<file path="src/rtl/cas_pkg.sv">
package cas_pkg;
  typedef enum logic [1:0] {
    ST_HUNT  = 2'd0,
    ST_CONF  = 2'd1,
    ST_ALIGN = 2'd2
  } cas_state_e;
endpackage

</file>
<file path="src/rtl/cas_rst_sync.sv">
module cas_rst_sync #(
  parameter int STAGES = 2
) (
  input  logic clk,
  input  logic rst_n,
  output logic srst_n
);
  logic [STAGES-1:0] chain_q;

  always_ff @(posedge clk or negedge rst_n) begin
    if (!rst_n) chain_q <= '0;
    else        chain_q <= {chain_q[STAGES-2:0], 1'b1};
  end

  assign srst_n = chain_q[STAGES-1];
endmodule

</file>
<file path="src/rtl/cas_mf_tracker.sv">
module cas_mf_tracker
  import cas_pkg::*;
#(
  parameter int FRAMES   = 16,
  parameter int LOSS_BAD = 2,
  localparam int FW      = $clog2(FRAMES),
  localparam int BW      = $clog2(LOSS_BAD + 1)
) (
  input  logic          clk,
  input  logic          rst_n,
  input  logic          stb,
  input  logic [7:0]    octet,
  output logic          aligned,
  output logic [FW-1:0] fnum,
  output logic [FW-1:0] fnum_next
);
  localparam logic [FW-1:0] LAST_F = FW'(FRAMES - 1);
  localparam logic [BW-1:0] BAD_LIM = BW'(LOSS_BAD);

  cas_state_e    state_q, state_d;
  logic [FW-1:0] fnum_q, fnum_d;
  logic          pnz_q, pnz_d;
  logic [BW-1:0] bad_q, bad_d;
  logic          allz_q, allz_d;

  logic nib_zero, oct_zero, at_f0;
  logic [BW-1:0] bad_inc;

  assign nib_zero  = (octet[7:4] == 4'b0000);
  assign oct_zero  = (octet == 8'h00);
  assign fnum_next = fnum_q + 1'b1;
  assign at_f0     = (fnum_next == '0);
  assign bad_inc   = bad_q + 1'b1;

  always_comb begin
    state_d = state_q;
    fnum_d  = fnum_q;
    pnz_d   = pnz_q;
    bad_d   = bad_q;
    allz_d  = allz_q;
    if (stb) begin
      pnz_d = !oct_zero;
      unique case (state_q)
        ST_HUNT: begin
          if (nib_zero && pnz_q) begin
            state_d = ST_CONF;
            fnum_d  = '0;
          end
        end
        ST_CONF: begin
          fnum_d = fnum_next;
          if (at_f0) begin
            state_d = nib_zero ? ST_ALIGN : ST_HUNT;
            bad_d   = '0;
            allz_d  = oct_zero;
          end
        end
        ST_ALIGN: begin
          fnum_d = fnum_next;
          if (at_f0) begin
            allz_d = oct_zero;
            if (nib_zero) begin
              bad_d = '0;
            end else if (bad_inc >= BAD_LIM) begin
              bad_d   = '0;
              state_d = ST_HUNT;
            end else begin
              bad_d = bad_inc;
            end
          end else begin
            allz_d = allz_q && oct_zero;
            if (fnum_next == LAST_F && allz_q && oct_zero) begin
              state_d = ST_HUNT;
              bad_d   = '0;
            end
          end
        end
        default: state_d = ST_HUNT;
      endcase
    end
  end

  always_ff @(posedge clk or negedge rst_n) begin
    if (!rst_n) begin
      state_q <= ST_HUNT;
      fnum_q  <= '0;
      pnz_q   <= 1'b0;
      bad_q   <= '0;
      allz_q  <= 1'b0;
    end else if (stb) begin
      state_q <= state_d;
      fnum_q  <= fnum_d;
      pnz_q   <= pnz_d;
      bad_q   <= bad_d;
      allz_q  <= allz_d;
    end
  end

  assign aligned = (state_q == ST_ALIGN);
  assign fnum    = fnum_q;

  // nothing moves without a strobe
  a_r9_hold_between: assert property (@(posedge clk) disable iff (!rst_n)
    !stb |=> ($stable(fnum_q) && $stable(state_q)));

  // lock is always entered on a frame-0 boundary
  a_r3_lock_at_f0: assert property (@(posedge clk) disable iff (!rst_n)
    $rose(aligned) |-> (fnum_q == '0));

  // frame number steps by one per strobe while locked
  a_r4_step: assert property (@(posedge clk) disable iff (!rst_n)
    (stb && aligned) |=> (fnum_q == FW'($past(fnum_q) + 1'b1)));

  // lock is lost only at frame 0 or frame 15
  a_r5_loss_point: assert property (@(posedge clk) disable iff (!rst_n)
    $fell(aligned) |-> (fnum_q == '0 || fnum_q == LAST_F));
endmodule

</file>
<file path="src/rtl/cas_chan_map.sv">
module cas_chan_map #(
  parameter int FRAMES = 16,
  localparam int FW    = $clog2(FRAMES),
  localparam int CW    = $clog2(2 * FRAMES)
) (
  input  logic          clk,
  input  logic          rst_n,
  input  logic          stb,
  input  logic          aligned,
  input  logic [FW-1:0] in_frame,
  output logic          sig_stb,
  output logic [CW-1:0] chan_hi,
  output logic [CW-1:0] chan_lo
);
  logic          stb_d;
  logic [CW-1:0] hi_q, hi_d, lo_q, lo_d;
  logic          stb_q;
  logic          take;

  assign take  = stb && aligned && (in_frame != '0);
  assign stb_d = take;

  always_comb begin
    hi_d = hi_q;
    lo_d = lo_q;
    if (take) begin
      hi_d = CW'(in_frame);
      lo_d = CW'(in_frame) + CW'(FRAMES - 1);
    end
  end

  always_ff @(posedge clk or negedge rst_n) begin
    if (!rst_n) begin
      stb_q <= 1'b0;
      hi_q  <= '0;
      lo_q  <= '0;
    end else begin
      stb_q <= stb_d;
      if (take) begin
        hi_q <= hi_d;
        lo_q <= lo_d;
      end
    end
  end

  assign sig_stb = stb_q;
  assign chan_hi = hi_q;
  assign chan_lo = lo_q;

  // frame 0 never yields a channel strobe
  a_r8_no_frame0: assert property (@(posedge clk) disable iff (!rst_n)
    sig_stb |-> (chan_hi != '0));

  // channel strobe is a single-cycle pulse
  a_r8_pulse: assert property (@(posedge clk) disable iff (!rst_n)
    (sig_stb && !$past(stb)) |-> 1'b0);
endmodule

</file>
<file path="src/rtl/cas_mf_align.sv">
module cas_mf_align #(
  parameter int         FRAMES   = 16,
  parameter int         LOSS_BAD = 2,
  parameter logic [2:0] X_BITS   = 3'b111,
  localparam int        FW       = $clog2(FRAMES),
  localparam int        CW       = $clog2(2 * FRAMES)
) (
  input  logic          clk,
  input  logic          rst_n,
  input  logic          ts16_stb,
  input  logic [7:0]    ts16_rx,
  output logic          mf_aligned,
  output logic [FW-1:0] frame_num,
  output logic [7:0]    tx_f0_ts16,
  output logic          sig_stb,
  output logic [CW-1:0] sig_chan_hi,
  output logic [CW-1:0] sig_chan_lo
);
  logic          srst_n;
  logic          locked;
  logic [FW-1:0] fnum, fnum_next;

  cas_rst_sync #(.STAGES(2)) u_rsync (
    .clk    (clk),
    .rst_n  (rst_n),
    .srst_n (srst_n)
  );

  cas_mf_tracker #(.FRAMES(FRAMES), .LOSS_BAD(LOSS_BAD)) u_trk (
    .clk       (clk),
    .rst_n     (srst_n),
    .stb       (ts16_stb),
    .octet     (ts16_rx),
    .aligned   (locked),
    .fnum      (fnum),
    .fnum_next (fnum_next)
  );

  cas_chan_map #(.FRAMES(FRAMES)) u_map (
    .clk      (clk),
    .rst_n    (srst_n),
    .stb      (ts16_stb),
    .aligned  (locked),
    .in_frame (fnum_next),
    .sig_stb  (sig_stb),
    .chan_hi  (sig_chan_hi),
    .chan_lo  (sig_chan_lo)
  );

  // Outgoing frame-0 octet: pattern nibble, X, Y, X, X
  assign tx_f0_ts16 = {4'b0000, X_BITS[2], ~locked, X_BITS[1], X_BITS[0]};
  assign mf_aligned = locked;
  assign frame_num  = fnum;

  // Y bit reports the receive-side lock and the X bits are held
  a_r7_y_bit: assert property (@(posedge clk) disable iff (!srst_n)
    (tx_f0_ts16[2] == !mf_aligned) && (tx_f0_ts16[7:4] == 4'b0000));

  // no channel strobe unless locked one cycle earlier
  a_r8_needs_lock: assert property (@(posedge clk) disable iff (!srst_n)
    sig_stb |-> $past(mf_aligned));
endmodule

</file>
<file path="config.mk">
export PLATFORM = sky130hd
export DESIGN_NAME = cas_mf_align
export DESIGN_NICKNAME = d
export VERILOG_FILES = /design/src/rtl/cas_pkg.sv /design/src/rtl/cas_rst_sync.sv /design/src/rtl/cas_mf_tracker.sv /design/src/rtl/cas_chan_map.sv /design/src/rtl/cas_mf_align.sv
export SDC_FILE = /design/constraint.sdc
export NUM_CORES = 1
export LEC_CHECK = 0
export ABC_AREA = 1
export BUFFER_PORTS_ARGS = -buffer_cell sky130_fd_sc_hd__buf_4
export CORE_UTILIZATION = 50
export DETAILED_ROUTE_END_ITERATION = 8
export GPL_TIMING_DRIVEN = 0
export PLACE_DENSITY = 0.76
export SKIP_LAST_GASP = 1
export SYNTH_ARGS = -nofsm -noshare
export SYNTH_HDL_FRONTEND = slang
export SYNTH_HIERARCHICAL = 1
export SYNTH_SLANG_ARGS = --single-unit
</file>
<file path="constraint.sdc">
create_clock -name clk -period 1.23 [get_ports clk]
set_input_delay 0.3075 -clock clk [delete_from_list [all_inputs] [get_ports clk]]
set_output_delay 0.3075 -clock clk [all_outputs]
set_load 0.02 [all_outputs]
</file>
==> flow_metrics.env, run 1 <==
export IMPL_routed_wl_mm=3.19
export IMPL_p_leak_nw=0.999
export IMPL_ys_ff_latch=22
export IMPL_ys_seq_area_share_pct=41.0
export IMPL_ant_nets=0
export IMPL_cts_tree="done"
export IMPL_die_height_um=53.8
export IMPL_dr_pass1_iters=4
export IMPL_synth_edf_count=0
export IMPL_setup_slack_ps=-365
export IMPL_rows=18
export IMPL_violations="setup timing"
export IMPL_wl_met3_um=126
export IMPL_tns_ps=-5600
export IMPL_clkPwrFrac_pct=10.7
export IMPL_end_kind="flop"
export IMPL_wire_per_inst_um=13.1
export IMPL_post_route_period_util_pct=130
export IMPL_worstHoldPathType="in2async"
export IMPL_io_buffers=26
export IMPL_synth_async_reset_ratio_pct=100
export IMPL_clock_latency_ps=310
export IMPL_slowest_delay_ps=500
export IMPL_start_util_pct=53.8
export IMPL_synth_largest_area_cell="dfrtp_1"
export IMPL_num_io_pins=35
export IMPL_final_util_pct=78.9
export IMPL_antenna_found_initial=0
export IMPL_grt_start_max_net_pins=21
export IMPL_fmax_mhz=627
export IMPL_n_antenna_cell=0
export IMPL_top_layer="met4"
export IMPL_p_sw_share_pct=43.4
export IMPL_clkTransAtPathRegs_ps=130
export IMPL_drtIter0Drc=18
export IMPL_nets=233
export IMPL_die_w_um=53.8
export IMPL_power_frac_seq_pct=29.0
export IMPL_coreArea_um2=2500
export IMPL_gr_usage_all_layers_pct=22.2
export IMPL_power_density_nw_per_um2=1950
export IMPL_grt_pass1_wl_mm=4.66
export IMPL_cpMaxStageDelayCell="dfrtp_2"
export IMPL_num_vias=1199
export IMPL_dieArea_um2=2900
export IMPL_cap_violations=0
export IMPL_synth_top_area_share_pct=41.0
export IMPL_cp_start_kind="flop"
export IMPL_worstPathArrival_ps=1800
export IMPL_worstMarginPinSlew_ps=819
export IMPL_grt_setup_unrepaired="true"
export IMPL_syn_area_per_cell_um2=8.45
export IMPL_numCtsBuffers=3
export IMPL_skew_ps=6.29
export IMPL_synthesis_area_um2=1340
export IMPL_max_slew_margin_pct=45.4
export IMPL_ir_drop_uv=1590
export IMPL_yosys_warnings=6
export IMPL_hold_viol_final=0
export IMPL_grt_ovfl_total=0
export IMPL_synth_cell_types=26
export IMPL_slew_viol_final=0
export IMPL_drt_met1_wl_mm=1.25
export IMPL_min_period_ps=1590
export IMPL_syn_instance_count=159
export IMPL_cts_root_buffer="clkbuf_4"
export IMPL_vias_per_cell=4.93
export IMPL_dp_hpwl_mm=2.01
export IMPL_outcome="complete, but fails checks"
export IMPL_grt_pass1_vias=1134
export IMPL_p_switching_mw=1.67
export IMPL_ys_flop_type="dfrtp_1"
export IMPL_path_max_fanout=5
export IMPL_combPwrFrac_pct=60.3
export IMPL_netlist_top_cells_area="dfrtp_1 (41%), nand2_1 (10%), ha_1 (7.4%)"
export IMPL_crit_type="reg2reg"
export IMPL_intPower_mw=2.18
export IMPL_dr_wl_met2_mm=1.72
export IMPL_crit_family="flip-flops"
export IMPL_crit_required_ps=1440
export IMPL_setup_viol=23
export IMPL_cts_max_level=1
export IMPL_area_growth_pct=46.7
export IMPL_gp_congestion=0.828
export IMPL_cts_sinks=22
export IMPL_drive_gt1_share_pct=53.1
export IMPL_clk_path_buf_depth=2
export IMPL_path_cells="ha_4 > xnor2_4 > inv_2 > nor2_2 > nand2_2 > nand2_4 > clkbuf_16 > o21ai_2"
export IMPL_cp_num_buf_inv=2
export IMPL_drc=0
## path summary, 6_finish.rpt
path | cells after the start | startpoint | endpoint | slack [ps]
worst min register to register | 0 | u_rsync/chain_q[1] | u_trk/pnz_q | 340
max in group asynchronous | 0 | u_rsync/chain_q[1] | u_trk/fnum[1] | 330
worst min-delay path | 2 | rst_n | u_rsync/chain_q[0] | 290
worst max-delay path | 8 | u_trk/fnum[1] | u_map/chan_hi[0] | -360
worst max register to register | 8 | u_trk/fnum[1] | u_map/chan_hi[0] | -360
min in group clk | 3 | ts16_stb | u_map/chan_hi[3] | 330
## what timing repair did
item,in CTS,in global routing
buffers inserted,13,4
pin swaps,5,6
gates cloned,0,1
resized for setup,16,13
setup endpoints to repair,25,25
hold endpoints to repair,2,0
hold buffers,1,0
## registers in the layout (all words and copies together), names as in the netlist
name	flops
u_map/chan_lo	5
u_map/chan_hi	4
u_trk/fnum	4
u_rsync/chain_q	2
u_trk/bad_q	2
u_trk/state_q	2
u_map/sig_stb	1
u_trk/allz_q	1
u_trk/pnz_q	1
## layout make-up
| class | instances | area [um2] |
|---|---|---|
| multi-input combinational | 112 | 792 |
| tap | 30 | 37.5 |
| fill | 159 | 528 |
| buffer | 9 | 80.1 |
| clock buffer | 4 | 36.3 |
| timing repair buffer | 45 | 389 |
| sequential | 22 | 554 |
| inverter | 21 | 82.6 |
## placed cells by master (no fill, tap or decap), types with 3 or more instances in the layout
master | netlist | layout
conb_1 | 4 | 9
nand2_1 | 36 | 32
inv_1 | 19 | 11
o21ai_2 | 6 | 8
nand4_1 | 3 | 3
dfrtp_1 | 22 | 19
nor2_4 | 1 | 3
nand3_2 | 5 | 5
nand3_1 | 6 | 6
buf_4 | 8 | 45
buf_6 | 0 | 5
nand2_2 | 7 | 11
inv_2 | 1 | 8
nor2_1 | 10 | 8
dfrtp_2 | 0 | 3
clkbuf_4 | 0 | 3
ha_4 | 0 | 5
o21ai_1 | 2 | 3
## power by group through the flow
stage                     Combinational, mW  Clock [mW]  Sequential (mW)
final                                  2.32       0.411             1.12
after global routing                   2.51       0.441             1.14
after CTS                              2.07       0.414             1.11
after detailed placement               1.68           0             1.14
after global placement                 1.65           0             1.13
after floorplan                        1.04           0             1.30
## cells by family after synthesis
| kind of cell | after synthesis | share of synthesized area, % |
|---|---|---|
| xor gates and xnor gates | 2 | 1.30 |
| buffers and inverters | 30 | 11.8 |
| AOI/OAI and AO/OA | 18 | 8.85 |
| other | 4 | 1.12 |
| adders and majority gates | 8 | 7.45 |
| DFF | 22 | 41.0 |
| and+or+nand+nor | 75 | 28.5 |
## through the flow
| stage | hold WS [ps] | setup WS [ps] | area [um2] | total power [mW] | instances |
|---|---|---|---|---|---|
| 2_1_floorplan | 11.9 | -297 | 1440 | 2.34 | 164 |
| 3_3_place_gp | 89.8 | -336 | 1670 | 2.77 | 220 |
| 3_5_place_dp | 92.0 | -355 | 1670 | 2.81 | 220 |
| 4_1_cts | 293 | -299 | 1880 | 3.59 | 238 |
| 5_1_grt | 312 | -406 | 1970 | 4.09 | 243 |
| 6_report | 295 | -365 | 1970 | 3.85 | 243 |
## Yosys cell counts, types with 2 or more instances
library cell	n
a21oi_1	2
conb_1	4
nand3_2	5
nor2_1	10
o21ai_2	6
o22ai_1	2
o21ai_0	5
o21ai_1	2
nor3b_1	2
ha_1	8
dfrtp_1	22
nand3_1	6
nor2_2	2
nand2_4	2
nand4_1	3
buf_4	8
inv_1	19
xnor2_1	2
nand2_1	36
nand2_2	7
## routing by layer
metal | track usage [%] | vias to the layer above
li1 | - | 596
met1 | 25.6 | 566
met2 | 40.3 | 28
met3 | 5.08 | 9
met4 | 6.14 | 0
met5 | 0 | -
Power figures use the tool's default switching activity.
==> inputs of run 2 (changes only) <==
--- a/config.mk
+++ b/config.mk
@@ -6,11 +6,10 @@
 export NUM_CORES = 1
 export LEC_CHECK = 0
 export ABC_AREA = 1
-export BUFFER_PORTS_ARGS = -buffer_cell sky130_fd_sc_hd__buf_4
 export CORE_UTILIZATION = 50
 export DETAILED_ROUTE_END_ITERATION = 8
+export DONT_BUFFER_PORTS = 1
 export GPL_TIMING_DRIVEN = 0
-export PLACE_DENSITY = 0.76
 export SKIP_LAST_GASP = 1
 export SYNTH_ARGS = -nofsm -noshare
 export SYNTH_HDL_FRONTEND = slang
==> run 2 against run 1 <==
Compared with the run above:
- the run still ends with setup timing left
- via count fell by 8.6%
- cell area fell by 11%
- combinational power fell by 23%
- register-to-register slack got worse by 70 ps
- first-iteration DRC count fell by 11%
- flip-flop and latch count did not move
- sequential power rose by 21%
- power fell by 8.2%
- clock power fell by 4%
- highest routed layer unchanged
==> flow_metrics.env, run 2 (synthesis results as in run 1) <==
export IMPL_outcome="complete, but fails checks"
export IMPL_violations="setup timing"
export IMPL_worstPathArrival_ps=1860
export IMPL_coreArea_um2=2500
export IMPL_hold_viol_final=0
export IMPL_fmax_mhz=601
export IMPL_cp_startpoint="u_trk/fnum[1]"
export IMPL_reg2reg_depth=8
export IMPL_worstMarginPinSlew_ps=799
export IMPL_cts_max_level=1
export IMPL_num_io_pins=35
export IMPL_path_max_fanout=7
export IMPL_slowest_delay_ps=530
export IMPL_worst_path_most_repeated_cell="nand2_4"
export IMPL_crit_type="reg2reg"
export IMPL_fin_hold_ws_ps=178
export IMPL_min_path_cells=2
export IMPL_dr_pass1_iters=4
export IMPL_r2r_end="u_map/chan_lo[2]"
export IMPL_post_route_period_util_pct=135
export IMPL_ant_nets=0
export IMPL_numCtsBuffers=3
export IMPL_cts_root_buffer="clkbuf_4"
export IMPL_die_w_um=53.8
export IMPL_grt_pass1_wl_mm=4.15
export IMPL_worstReg2RegStart="u_trk/fnum[1]"
export IMPL_cts_sinks=22
export IMPL_drtIter0Drc=16
export IMPL_dp_hpwl_mm=1.87
export IMPL_cap_violations=0
export IMPL_p_total_mw=3.53
export IMPL_vias_per_cell=5.19
export IMPL_tns_ps=-6200
export IMPL_clkTransAtPathRegs_ps=120
export IMPL_max_slew_margin_pct=46.7
export IMPL_grt_pass1_vias=996
export IMPL_clock_latency_ps=300
export IMPL_gr_usage_all_layers_pct=20.2
export IMPL_die_height_um=53.8
export IMPL_cts_tree="done"
export IMPL_wire_per_inst_um=12.8
export IMPL_routed_wl_mm=2.71
export IMPL_drc=0
export IMPL_slew_viol_final=0
export IMPL_min_period_ps=1660
export IMPL_skew_ps=6.41
export IMPL_crit_required_ps=1430
export IMPL_ir_drop_uv=1650
export IMPL_nets=201
export IMPL_p_leak_nw=0.849
export IMPL_r2r_slack_ps=-430
export IMPL_hold_start="ts16_stb"
export IMPL_dieArea_um2=2900
export IMPL_finalInstanceArea_um2=1760
export IMPL_grt_ovfl_total=0
export IMPL_rows=18
export IMPL_dp_cells=194
export IMPL_final_cell_mix="nand2_1 (31), dfrtp_1 (18), buf_4 (16), inv_1 (12), conb_1 (9)"
export IMPL_placed_cell_area_um2=1480
export IMPL_grt_start_max_net_pins=21
export IMPL_power_density_nw_per_um2=2010
export IMPL_worstHoldPathType="in2reg"
export IMPL_start_util_pct=53.8
export IMPL_final_common_cell="nand2_1"
export IMPL_final_cells=211
export IMPL_cp_start_kind="flop"
export IMPL_setup_viol=21
export IMPL_drive_gt1_share_pct=44.8
export IMPL_fill_cells=188
export IMPL_largest_register_ffs=5
export IMPL_path_cells="ha_4 > xnor2_4 > inv_2 > nor2_4 > nand2_4 > nand2_4 > bufbuf_16 > o21ai_2"
export IMPL_n_antenna_cell=0
export IMPL_end_kind="flop"
export IMPL_num_vias=1096
export IMPL_min_to="u_map/chan_hi[3]"
export IMPL_antenna_found_initial=0
export IMPL_gp_congestion=0.788
export IMPL_io_buffers=0
export IMPL_cpMaxStageDelayCell="dfrtp_2"
export IMPL_grt_setup_unrepaired="true"
export IMPL_setup_slack_ps=-433
export IMPL_area_growth_pct=30.9
export IMPL_clk_path_buf_depth=2
run 2: cell count changes in the layout (fill, tap and decap cells not counted), sizes merged:
cell	delta
buf	-32
bufbuf	+1
clkbuf	-1
run 2: per-stage QoR:
stage / worst slack, ps / utilization [%]
after floorplan: -297 / -
after global placement: -401 / 59.0
after detailed placement: -422 / 59.0
after CTS: -423 / 67.7
after global routing: -504 / 70.4
final: -433 / 70.4
run 2: how the worst max path moves through the flow:
stage | end | slack (ps) | cells after the start
after floorplan | u_map/chan_hi[1] | -300 | 10
after global placement | u_map/chan_lo[0] | -400 | 9
after detailed placement | u_map/chan_lo[0] | -420 | 9
after CTS | u_map/chan_lo[0] | -420 | 11
after global routing | u_map/chan_lo[3] | -500 | 9
final | u_map/chan_lo[2] | -430 | 8
run 2: final cells by class:
cell class | instances | area (um2) | share of cell area (%)
timing repair buffer | 13 | 145 | 8.25
clock buffer | 4 | 36.3 | 2.06
multi-input combinational | 112 | 815 | 46.3
sequential | 22 | 556 | 31.6
tap | 30 | 37.5 | 2.13
buffer | 9 | 80.1 | 4.55
inverter | 21 | 90.1 | 5.12
run 2: per-layer routing:
metal / up-vias / global-route usage (%) / wire length, um
met1: 529 / 24.0 / 1080
met2: 35 / 34.8 / 1460
met3: 4 / 4.24 / 141
li1: 528 / - / -
met5: - / 0 / 0
met4: 0 / 8.77 / 21
run 2: repair_timing:
item / 4_1_cts / 5_1_grt
setup endpoints to repair: 21 / 21
gates cloned: 1 / 0
resized for setup: 12 / 19
hold buffers: 1 / 0
pin swaps: 7 / 2
buffers inserted: 10 / 1
endpoints found under the hold margin: 2 / 0
run 2: power breakdown:
part           leakage, nW  total, mW  switching, mW  internal [mW]
sequential           0.287       1.35          0.437          0.911
combinational        0.541       1.79          0.953          0.839
clock               0.0210      0.395          0.214          0.180
run 2: critical path: cells and delay by family, from the launching register on:
family                     cells  cell delay, ps
and+or+nand+nor                3             250
DFF                            1             530
adders and majority gates      1             220
xor gates and xnor gates       1             160
buffers and inverters          2             340
AOI/OAI and AO/OA              1              40
